<file path="src/rtl/sram_lane_pkg.sv">
package sram_lane_pkg;

   typedef enum logic [2:0] {
      PH_IDLE,
      PH_WPULSE,
      PH_WREC,
      PH_RACC,
      PH_RTURN,
      PH_DONE
   } phase_t;

   function automatic int ns_to_cycles(input int ns, input int period);
      int c;
      c = (ns + period - 1) / period;
      if (c < 1) c = 1;
      return c;
   endfunction

   function automatic int max_int(input int a, input int b);
      return (a > b) ? a : b;
   endfunction

endpackage

</file>
<file path="src/rtl/sram_phase_timer.sv">
module sram_phase_timer #(
   parameter int CNT_W = 4
) (
   input  logic             clk,
   input  logic             rst_n,
   input  logic             load,
   input  logic [CNT_W-1:0] load_val,
   output logic             last
);
   logic [CNT_W-1:0] cnt_q;

   always_ff @(posedge clk or negedge rst_n) begin
      if (!rst_n)            cnt_q <= '0;
      else if (load)         cnt_q <= load_val;
      else if (cnt_q != '0)  cnt_q <= cnt_q - 1'b1;
   end

   assign last = (cnt_q == {{(CNT_W-1){1'b0}}, 1'b1});

   a_r2_timer_loaded_nonzero: assert property (@(posedge clk) disable iff (!rst_n)
      load |-> (load_val != '0));
endmodule

</file>
<file path="src/rtl/sram_byte_lanes.sv">
module sram_byte_lanes #(
   parameter int LANES  = 2,
   parameter int LANE_W = 8,
   localparam int DW = LANES * LANE_W
) (
   input  logic             clk,
   input  logic             rst_n,
   input  logic             active,
   input  logic             capture,
   input  logic [LANES-1:0] mask,
   input  logic [DW-1:0]    rd_in,
   output logic [LANES-1:0] lane_sel_n,
   output logic [DW-1:0]    rd_data
);
   for (genvar i = 0; i < LANES; i++) begin : g_lane
      assign lane_sel_n[i] = !(active && mask[i]);

      always_ff @(posedge clk or negedge rst_n) begin
         if (!rst_n)
            rd_data[i*LANE_W +: LANE_W] <= '0;
         else if (capture)
            rd_data[i*LANE_W +: LANE_W] <= mask[i] ? rd_in[i*LANE_W +: LANE_W] : '0;
      end

      a_r5_lane_off_when_unmasked: assert property (@(posedge clk) disable iff (!rst_n)
         !mask[i] |-> lane_sel_n[i]);
   end
endmodule

</file>
<file path="src/rtl/sram_lane_ctrl.sv">
module sram_lane_ctrl
   import sram_lane_pkg::*;
#(
   parameter int ADDR_W        = 17,
   parameter int LANES         = 2,
   parameter int LANE_W        = 8,
   parameter int CLK_PERIOD_NS = 10,
   parameter int T_ADDR_ACC_NS = 55,
   parameter int T_OE_ACC_NS   = 25,
   parameter int T_WCYCLE_NS   = 55,
   parameter int T_WPULSE_NS   = 40,
   parameter int T_DSETUP_NS   = 25
) (
   input  logic                      clk,
   input  logic                      rst_n,
   input  logic                      req_valid,
   output logic                      req_ready,
   input  logic                      req_write,
   input  logic [ADDR_W-1:0]         req_addr,
   input  logic [LANES*LANE_W-1:0]   req_wdata,
   input  logic [LANES-1:0]          req_mask,
   output logic [LANES*LANE_W-1:0]   rsp_rdata,
   output logic                      rsp_done,
   output logic [ADDR_W-1:0]         mem_addr,
   output logic                      mem_ce_n,
   output logic                      mem_we_n,
   output logic                      mem_oe_n,
   output logic                      mem_lb_n,
   output logic                      mem_ub_n,
   output logic [LANES*LANE_W-1:0]   mem_dq_out,
   input  logic [LANES*LANE_W-1:0]   mem_dq_in,
   output logic                      mem_dq_oe
);
   localparam int DW     = LANES * LANE_W;
   localparam int WP_CYC = max_int(ns_to_cycles(T_WPULSE_NS, CLK_PERIOD_NS),
                                   ns_to_cycles(T_DSETUP_NS, CLK_PERIOD_NS));
   localparam int WC_CYC = ns_to_cycles(T_WCYCLE_NS, CLK_PERIOD_NS);
   localparam int WR_CYC = (WC_CYC > WP_CYC) ? (WC_CYC - WP_CYC) : 1;
   localparam int RD_CYC = max_int(ns_to_cycles(T_ADDR_ACC_NS, CLK_PERIOD_NS),
                                   ns_to_cycles(T_OE_ACC_NS, CLK_PERIOD_NS));
   localparam int MAX_CYC = max_int(max_int(WP_CYC, WR_CYC), RD_CYC);
   localparam int CNT_W   = $clog2(MAX_CYC + 1) + 1;

   if (LANES != 2)      begin : g_bad_lanes  $error("two byte lanes required"); end
   if (LANE_W < 1)      begin : g_bad_lanew  $error("lane width must be positive"); end
   if (CLK_PERIOD_NS < 1) begin : g_bad_clk  $error("clock period must be positive"); end

   phase_t           st_q, st_d;
   logic             t_load, t_last;
   logic [CNT_W-1:0] t_val;
   logic [DW-1:0]    wdata_q;
   logic [LANES-1:0] mask_q, lane_sel_n;
   logic             accept, strobe_on, capture;

   assign accept = (st_q == PH_IDLE) && req_valid;

   always_comb begin
      st_d   = st_q;
      t_load = 1'b0;
      t_val  = '0;
      unique case (st_q)
         PH_IDLE: if (req_valid) begin
            if (req_mask == '0) st_d = PH_DONE;
            else if (req_write) begin
               st_d = PH_WPULSE; t_load = 1'b1; t_val = CNT_W'(WP_CYC);
            end else begin
               st_d = PH_RACC;   t_load = 1'b1; t_val = CNT_W'(RD_CYC);
            end
         end
         PH_WPULSE: if (t_last) begin
            st_d = PH_WREC; t_load = 1'b1; t_val = CNT_W'(WR_CYC);
         end
         PH_WREC:   if (t_last) st_d = PH_DONE;
         PH_RACC:   if (t_last) st_d = PH_RTURN;
         PH_RTURN:  st_d = PH_DONE;
         PH_DONE:   st_d = PH_IDLE;
         default:   st_d = PH_IDLE;
      endcase
   end

   always_ff @(posedge clk or negedge rst_n) begin
      if (!rst_n) begin
         st_q     <= PH_IDLE;
         mem_addr <= '0;
         wdata_q  <= '0;
         mask_q   <= '0;
      end else begin
         st_q <= st_d;
         if (accept) begin
            mem_addr <= req_addr;
            wdata_q  <= req_wdata;
            mask_q   <= req_mask;
         end
      end
   end

   sram_phase_timer #(.CNT_W(CNT_W)) u_timer (
      .clk(clk), .rst_n(rst_n), .load(t_load), .load_val(t_val), .last(t_last)
   );

   assign strobe_on = (st_q == PH_WPULSE) || (st_q == PH_RACC);
   assign capture   = (st_q == PH_RACC) && t_last;

   sram_byte_lanes #(.LANES(LANES), .LANE_W(LANE_W)) u_lanes (
      .clk(clk), .rst_n(rst_n), .active(strobe_on), .capture(capture),
      .mask(mask_q), .rd_in(mem_dq_in), .lane_sel_n(lane_sel_n), .rd_data(rsp_rdata)
   );

   assign mem_ce_n   = !strobe_on;
   assign mem_we_n   = (st_q != PH_WPULSE);
   assign mem_oe_n   = (st_q != PH_RACC);
   assign mem_dq_oe  = (st_q == PH_WPULSE);
   assign mem_dq_out = wdata_q;
   assign mem_lb_n   = lane_sel_n[0];
   assign mem_ub_n   = lane_sel_n[1];
   assign req_ready  = (st_q == PH_IDLE);
   assign rsp_done   = (st_q == PH_DONE);

   // Write-pulse width check with a counter
   logic [CNT_W-1:0] we_low_cnt;
   always_ff @(posedge clk or negedge rst_n) begin
      if (!rst_n)         we_low_cnt <= '0;
      else if (!mem_we_n) we_low_cnt <= we_low_cnt + 1'b1;
      else                we_low_cnt <= '0;
   end

   a_r2_we_pulse_width: assert property (@(posedge clk) disable iff (!rst_n)
      (mem_we_n && $past(!mem_we_n)) |-> ($past(we_low_cnt) == CNT_W'(WP_CYC - 1)));
   a_r2_oe_high_in_write: assert property (@(posedge clk) disable iff (!rst_n)
      !mem_we_n |-> mem_oe_n);
   a_r3_drive_inside_pulse: assert property (@(posedge clk) disable iff (!rst_n)
      mem_dq_oe |-> (!mem_we_n && !mem_ce_n));
   a_r3_drive_off_with_we: assert property (@(posedge clk) disable iff (!rst_n)
      $rose(mem_we_n) |-> !mem_dq_oe);
   a_r8_zero_mask_fast: assert property (@(posedge clk) disable iff (!rst_n)
      (req_valid && req_ready && req_mask == '0) |=> (rsp_done && mem_ce_n));
   a_r9_single_outstanding: assert property (@(posedge clk) disable iff (!rst_n)
      (req_valid && req_ready) |=> !req_ready);
   a_r9_done_pulse: assert property (@(posedge clk) disable iff (!rst_n)
      rsp_done |=> !rsp_done);
   a_r10_addr_stable: assert property (@(posedge clk) disable iff (!rst_n)
      (!mem_ce_n && $past(!mem_ce_n)) |-> $stable(mem_addr));
   a_r11_rdata_held_on_write: assert property (@(posedge clk) disable iff (!rst_n)
      !mem_we_n |=> $stable(rsp_rdata));
endmodule

</file>
<file path="config.mk">
export PLATFORM = sky130hd
export DESIGN_NAME = sram_lane_ctrl
export DESIGN_NICKNAME = d
export VERILOG_FILES = /design/src/rtl/sram_lane_pkg.sv /design/src/rtl/sram_phase_timer.sv /design/src/rtl/sram_byte_lanes.sv /design/src/rtl/sram_lane_ctrl.sv
export SDC_FILE = /design/constraint.sdc
export NUM_CORES = 1
export LEC_CHECK = 0
export ABC_AREA = 1
export ABC_CLOCK_PERIOD_IN_PS = 2500
export BUFFER_PORTS_ARGS = -buffer_cell sky130_fd_sc_hd__clkbuf_2
export CAP_MARGIN = 20
export CORE_UTILIZATION = 52
export CTS_CLUSTER_SIZE = 20
export DETAILED_ROUTE_END_ITERATION = 16
export GPL_TIMING_DRIVEN = 0
export HOLD_SLACK_MARGIN = 0.06
export PLACE_DENSITY = 0.86
export SETUP_SLACK_MARGIN = 0.5
export SLEW_MARGIN = 20
export SYNTH_ARGS = -nofsm -noshare
export SYNTH_HDL_FRONTEND = slang
export SYNTH_HIERARCHICAL = 1
export SYNTH_SLANG_ARGS = --single-unit
</file>
<file path="constraint.sdc">
create_clock -name clk -period 2.5 [get_ports clk]
set_input_delay 0.75 -clock clk [delete_from_list [all_inputs] [get_ports clk]]
set_output_delay 0.75 -clock clk [all_outputs]
set_load 0.05 [all_outputs]
</file>
Word level (Yosys, flattened, before mapping)
Index checks and enable logic that the tools add are counted.
Widths: inputs -> output; s select.
{ "word_totals": {"word_cells": 53, "out_inout_bits": 57, "input_bits": 55, "regBits": 58} }
{ "classes": {"muxes": 20, "n_reduce_logical": 13, "add_sub_neg": 1, "n_eq_ne": 12} }
{ "ops": {"columns": ["cell", "n"], "rows": [
  ["$mux 3", 7],
  ["$mux 8", 2],
  ["$pmux 3 s5", 1],
  ["$mux 4", 2],
  ["$eq 3x2->1 const B", 2],
  ["$eq 3x3->1 const B", 2],
  ["$mux 2", 3],
  ["$ne 2x2->1 const B", 3],
  ["$pmux 3 s2", 1],
  ["$eq 4x1->1 const B", 1],
  ["$logic_and 1x1->1", 4],
  ["$reduce_and 4->1", 1],
  ["$reduce_bool 4->1", 1],
  ["$sub 4x1->4 const B", 1],
  ["$eq 3x1->1 const B", 1],
  ["$logic_not 1->1", 3],
  ["$logic_not 3->1", 1],
  ["$mux 1", 3],
  ["$ne 3x1->1 const B", 1],
  ["$ne 3x2->1 const B", 1],
  ["$logic_not 2->1", 1],
  ["$ne 2x1->1 const B", 1],
  ["$pmux 1 s2", 1],
  ["$reduce_bool 2->1", 1],
  ["$logic_or 1x1->1", 1]
]} }

Longest topological paths before layout
{ "depth": {"depth_word": 5, "mapped_depth": 11, "depth_no_buf": 10} }

Cells and area by module
Netlist, hierarchy kept.
{ "by_module_without_submodules": {"columns": ["mod", "cells_each", "seq_area_each_um2", "instances", "area_each_um2"], "rows": [
  ["sram_lane_ctrl", 197, 950.9, 1, 1829.3],
  ["sram_byte_lanes", 72, 400.4, 1, 696.9],
  ["sram_phase_timer", 37, 100.1, 1, 291.5]
]} }

Worst setup path before layout
No wires, ideal clock.
{ "synth_timing": {"kind": "reg2out", "start": "reg st_q[1]", "end": "out mem_lb_n", "stages_incl_launch_ff": 7, "arrival_ns": 2.347, "t_required_ns": 1.750, "path_buffers": 0, "path_slack_ns": -0.597, "cell_sequence": "dfrtp_1 > nor2_4 > inv_1 > nor2_1 > inv_1 > nand2_1 > nand2_1"} }
{ "synth_via": {"elab_chain_len": 4, "word_cells_on_any_way": 5, "cone_classes": "2 x eq/ne; 3 x reduce/logical"} }
{ "synth_lines": {"columns": ["element", "line_no", "rtl"], "rows": [
  ["from (decl)", "sram_lane_ctrl.sv:48", "phase_t st_q, st_d;"],
  ["from (signal assigned)", "sram_lane_ctrl.sv:88", "st_q <= st_d;"],
  ["$eq 3x1->1", null, null],
  ["named net mem_dq_oe", "sram_lane_ctrl.sv:32", "output logic mem_dq_oe"],
  ["$logic_or 1x1->1", "sram_lane_ctrl.sv:101", "assign strobe_on = (st_q == PH_WPULSE) || (st_q == PH_RACC);"],
  ["named net strobe_on", "sram_lane_ctrl.sv:53", "logic accept, strobe_on, capture;"],
  ["$logic_and 1x1->1", "sram_byte_lanes.sv:16", "assign lane_sel_n[i] = !(active && mask[i]);"],
  ["$logic_not 1->1", "sram_byte_lanes.sv:16", null],
  ["to (decl)", "sram_lane_ctrl.sv:28", "output logic mem_lb_n,"]
]} }
The timed path passes the listed nets, and every way through them passes these cells.

Final worst setup path
{ "layout_timing": {"start": "reg st_q[2]", "end": "out req_ready"} }
{ "layout_via": {"elab_chain_len": 1} }
{ "layout_lines": {"columns": ["element", "line_no", "rtl"], "rows": [
  ["$logic_not 3->1", "sram_lane_ctrl.sv:116", "assign req_ready = (st_q == PH_IDLE);"],
  ["to (decl)", "sram_lane_ctrl.sv:17", "output logic req_ready,"]
]} }
No other way between the ends.

==> impl_metrics.csv <==
group,metric,value,unit
run,maxCapViolations,0,
logic_synthesis,postSynthCellCount,306,
worst_setup_path,crit_fanout,3,
floorplanning,dieArea,5720,µm²
layout,nets,500,
routing,wl_per_cell,12.9,µm
layout,drive_gt1_frac,0.463,
sta,setup_ws,0.318,ns
sta,tightestPinTransition,0.503,ns
sta,slew_viol_final,0,
logic_synthesis,synth_top_area_frac,0.515,
floorplanning,rows,26,
logic_synthesis,yosys-top-cells-area,"dfrtp_1 52%, nand2_1 15%, nand3_1 7.1%",
routing,routed_wl,6.67,mm
global_routing,antenna_found_initial,0,
logic_synthesis,synth_cell_types,29,
worst_setup_path,slowest_stage,"dfrtp_1",
sta,fmax,0.458,GHz
routing,wl_met2,3.32,mm
logic_synthesis,yosysSeqAreaShare,0.515,
routing,via_count,2553,
worst_setup_path,crit_chain,"nor2_4, buf_6, nand2_4, inv_4, buf_12, buf_12, clkbuf_16",
global_routing,grt_max_degree,53,
routing,drc,0,
clocking,clock_sinks,58,
sta,grt_setup_unrepaired,"yes",
worst_setup_path,critPathCaptureType,"output pin",
clocking,clockRootBuffer,"clkbuf_8",
sta,hold_viol_final,0,
logic_synthesis,ys_ff_latch,58,
logic_synthesis,synth_commonest_cells,"110 x nand2_1, 58 x dfrtp_1, 40 x nand3_1",
placement,place_hpwl,4.69,mm
sta,hold_ws,0.266,ns
worst_setup_path,startpoint_type,"flop",
layout,syn_to_final_growth,39.8,%
layout,multi_input_area,1130,µm²
routing,wl_met3,351,µm
sta,relSlewSlack,0.663,
power_and_ir_drop,power.density,1650,nW/µm²
routing,wl_met1,2.87,mm
power_and_ir_drop,ir_drop,0.850,mV
worst_setup_path,critPathMaxStageDelay,0.42,ns
logic_synthesis,async_flop_share,1.00,
routing,viasPerCell,4.94,
placement,detailedPlace.worstSlack,0.365,ns
floorplanning,core_area,5170,µm²
logic_synthesis,synth_edf_count,0,
logic_synthesis,synth.most_common_cell,"nand2_1",
logic_synthesis,synthFlopType,"dfrtp_1",
sta,clock_skew,0.00682,ns
min_path,hp-class,"in -> async",
run_status,outcome,"completed",
placement,numPortBuffers,111,
worst_setup_path,path_common_cell,"buf_12",
clocking,cts_buffer_depth,2,
sta,setup_viol,0,
logic_synthesis,synthesis.area,2820,µm²
routing,dr.max_layer_used,"met4",
global_routing,grt_use_total,0.241,
clocking,cts.clk_slew.worst_paths,0.07,ns
layout,antenna_cells,0,
global_routing,grt_pass1_vias,2403,
sta,fin_tns_setup,0,ns
routing,drtIter0Drc,96,
layout,regArea,1450,µm²
routing,detail-route-antenna-nets,0,
worst_setup_path,crit_type,"reg -> out",
sta,post-route-period-util,0.873,
floorplanning,ioPinCount,112,
logic_synthesis,yosys_warnings,6,
clocking,clkLatencyLatePin,0.33,ns
placement,gp_congestion,0.870,
clocking,cts_hold_buf,0,
clocking,cts_buffers,9,
global_routing,gr-total-overflow,0,
power_and_ir_drop,leakage,0.00216,µW
floorplanning,die-height,75.6,µm
worst_setup_path,arrival,1.43,ns
floorplanning,fp.dieW,75.6,µm
floorplanning,initial_core_util,0.545,
logic_synthesis,syn_area_per_cell,9.21,µm²
clocking,cts_htree_levels,3,
worst_setup_path,crit_required,1.75,ns
routing,drt_first_pass_iters,4,
sta,fin_crit,2.18,ns
layout,n_fill_cell,348,
clocking,cts_tree,"done",
global_routing,grt_pass1_wl,10.1,mm
logic_synthesis,yosysTopAreaCell,"dfrtp_1",
repair_timing:
item | CTS | global route
pin swaps | 4 | 2
endpoints found under the setup margin | 10 | 8
resized for setup | 26 | 6
setup buffers | 9 | 3
sequential cells by signal (all words and copies together), names as in the netlist:
register,cells
mask_q,2
mem_dq_out,16
u_lanes/rd_data,16
u_timer/cnt_q,4
st_q,3
mem_addr,17
layer usage:
| layer | vias up | track usage |
|---|---|---|
| met5 | - | 0 |
| met4 | 0 | 0.117 |
| met3 | 11 | 0.0556 |
| met2 | 88 | 0.429 |
| met1 | 1216 | 0.273 |
| li1 | 1238 | - |
report_power, final:
| group | internal (µW) | leakage (µW) | switching (µW) |
|---|---|---|---|
| logic | 1180 | 0.00135 | 2670 |
| registers | 1390 | 0.000693 | 286 |
| clock network | 616 | 0.000117 | 353 |
| total | 3190 | 0.00216 | 3310 |
area by class of cell:
cell class | instances | share of cell area
Sequential cell | 58 | 0.369
Multi-Input combinational cell | 215 | 0.286
Timing Repair Buffer | 124 | 0.195
Buffer | 16 | 0.0492
Clock buffer | 12 | 0.0394
Tap cell | 70 | 0.0222
Inverter | 18 | 0.0203
Clock inverter | 4 | 0.0187
metrics by stage:
step	power, µW	std cells	utilization	instance area [µm²]
2_1_floorplan	4390	307	-	2830
5_1_grt	6880	517	0.762	3940
3_5_place_dp	5170	489	0.678	3510
6_report	6500	517	0.762	3940
3_3_place_gp	5080	488	0.672	3480
4_1_cts	6440	514	0.755	3910
worst max-delay path: cells and delay by family, from the launching register on:
family | cells | cell delay (ns)
buffers and inverters | 5 | 0.50
DFF | 1 | 0.42
and+or+nand+nor | 2 | 0.19
worst paths after layout:
| check | cells after the start | slack, ns | to | from |
|---|---|---|---|---|
| max reg2reg | 10 | 0.62 | u_timer/cnt_q[2]$_DFFE_PN0P_ | st_q[2]$_DFFE_PN0P_ |
| min reg2reg | 2 | 0.47 | mem_addr[3]$_DFFE_PN0P_ | mem_addr[3]$_DFFE_PN0P_ |
| min | 1 | 0.27 | mem_addr[6]$_DFFE_PN0P_ | rst_n |
| max in group asynchronous | 2 | 1.74 | st_q[1]$_DFFE_PN0P_ | rst_n |
| max | 7 | 0.32 | req_ready | st_q[2]$_DFFE_PN0P_ |
| min in group clk | 2 | 0.47 | mem_addr[3]$_DFFE_PN0P_ | mem_addr[3]$_DFFE_PN0P_ |
cells in the final DEF, fill, tap and decap left out, types with 2 or more instances in the layout:
cell / count
conb_1: 2
clkbuf_8: 14
nor2_2: 3
o21ai_0: 3
buf_12: 4
a21oi_1: 3
nand2_2: 12
inv_1: 12
nor2_1: 10
nand3_2: 20
buf_2: 2
buf_6: 5
nand2_4: 3
dfrtp_2: 2
inv_4: 2
clkbuf_2: 102
nor2_4: 2
inv_2: 3
dfrtp_1: 56
bufinv_16: 2
nand2_1: 107
o21ai_1: 3
ha_1: 3
clkbuf_16: 2
buf_8: 4
buf_4: 16
nand3_1: 39
logic make-up (layout without fill, tap and decap cells):
kind of cell,count (synthesis),in the layout,share of synthesized area
adders and majority gates,3,3,0.0133
and+or+nand+nor,198,198,0.348
DFF,58,58,0.515
buffers and inverters,34,174,0.0964
AOI/OAI and AO/OA,12,12,0.0258
other,1,2,0.00133
Note: power is estimated with default switching activity, not from simulation.
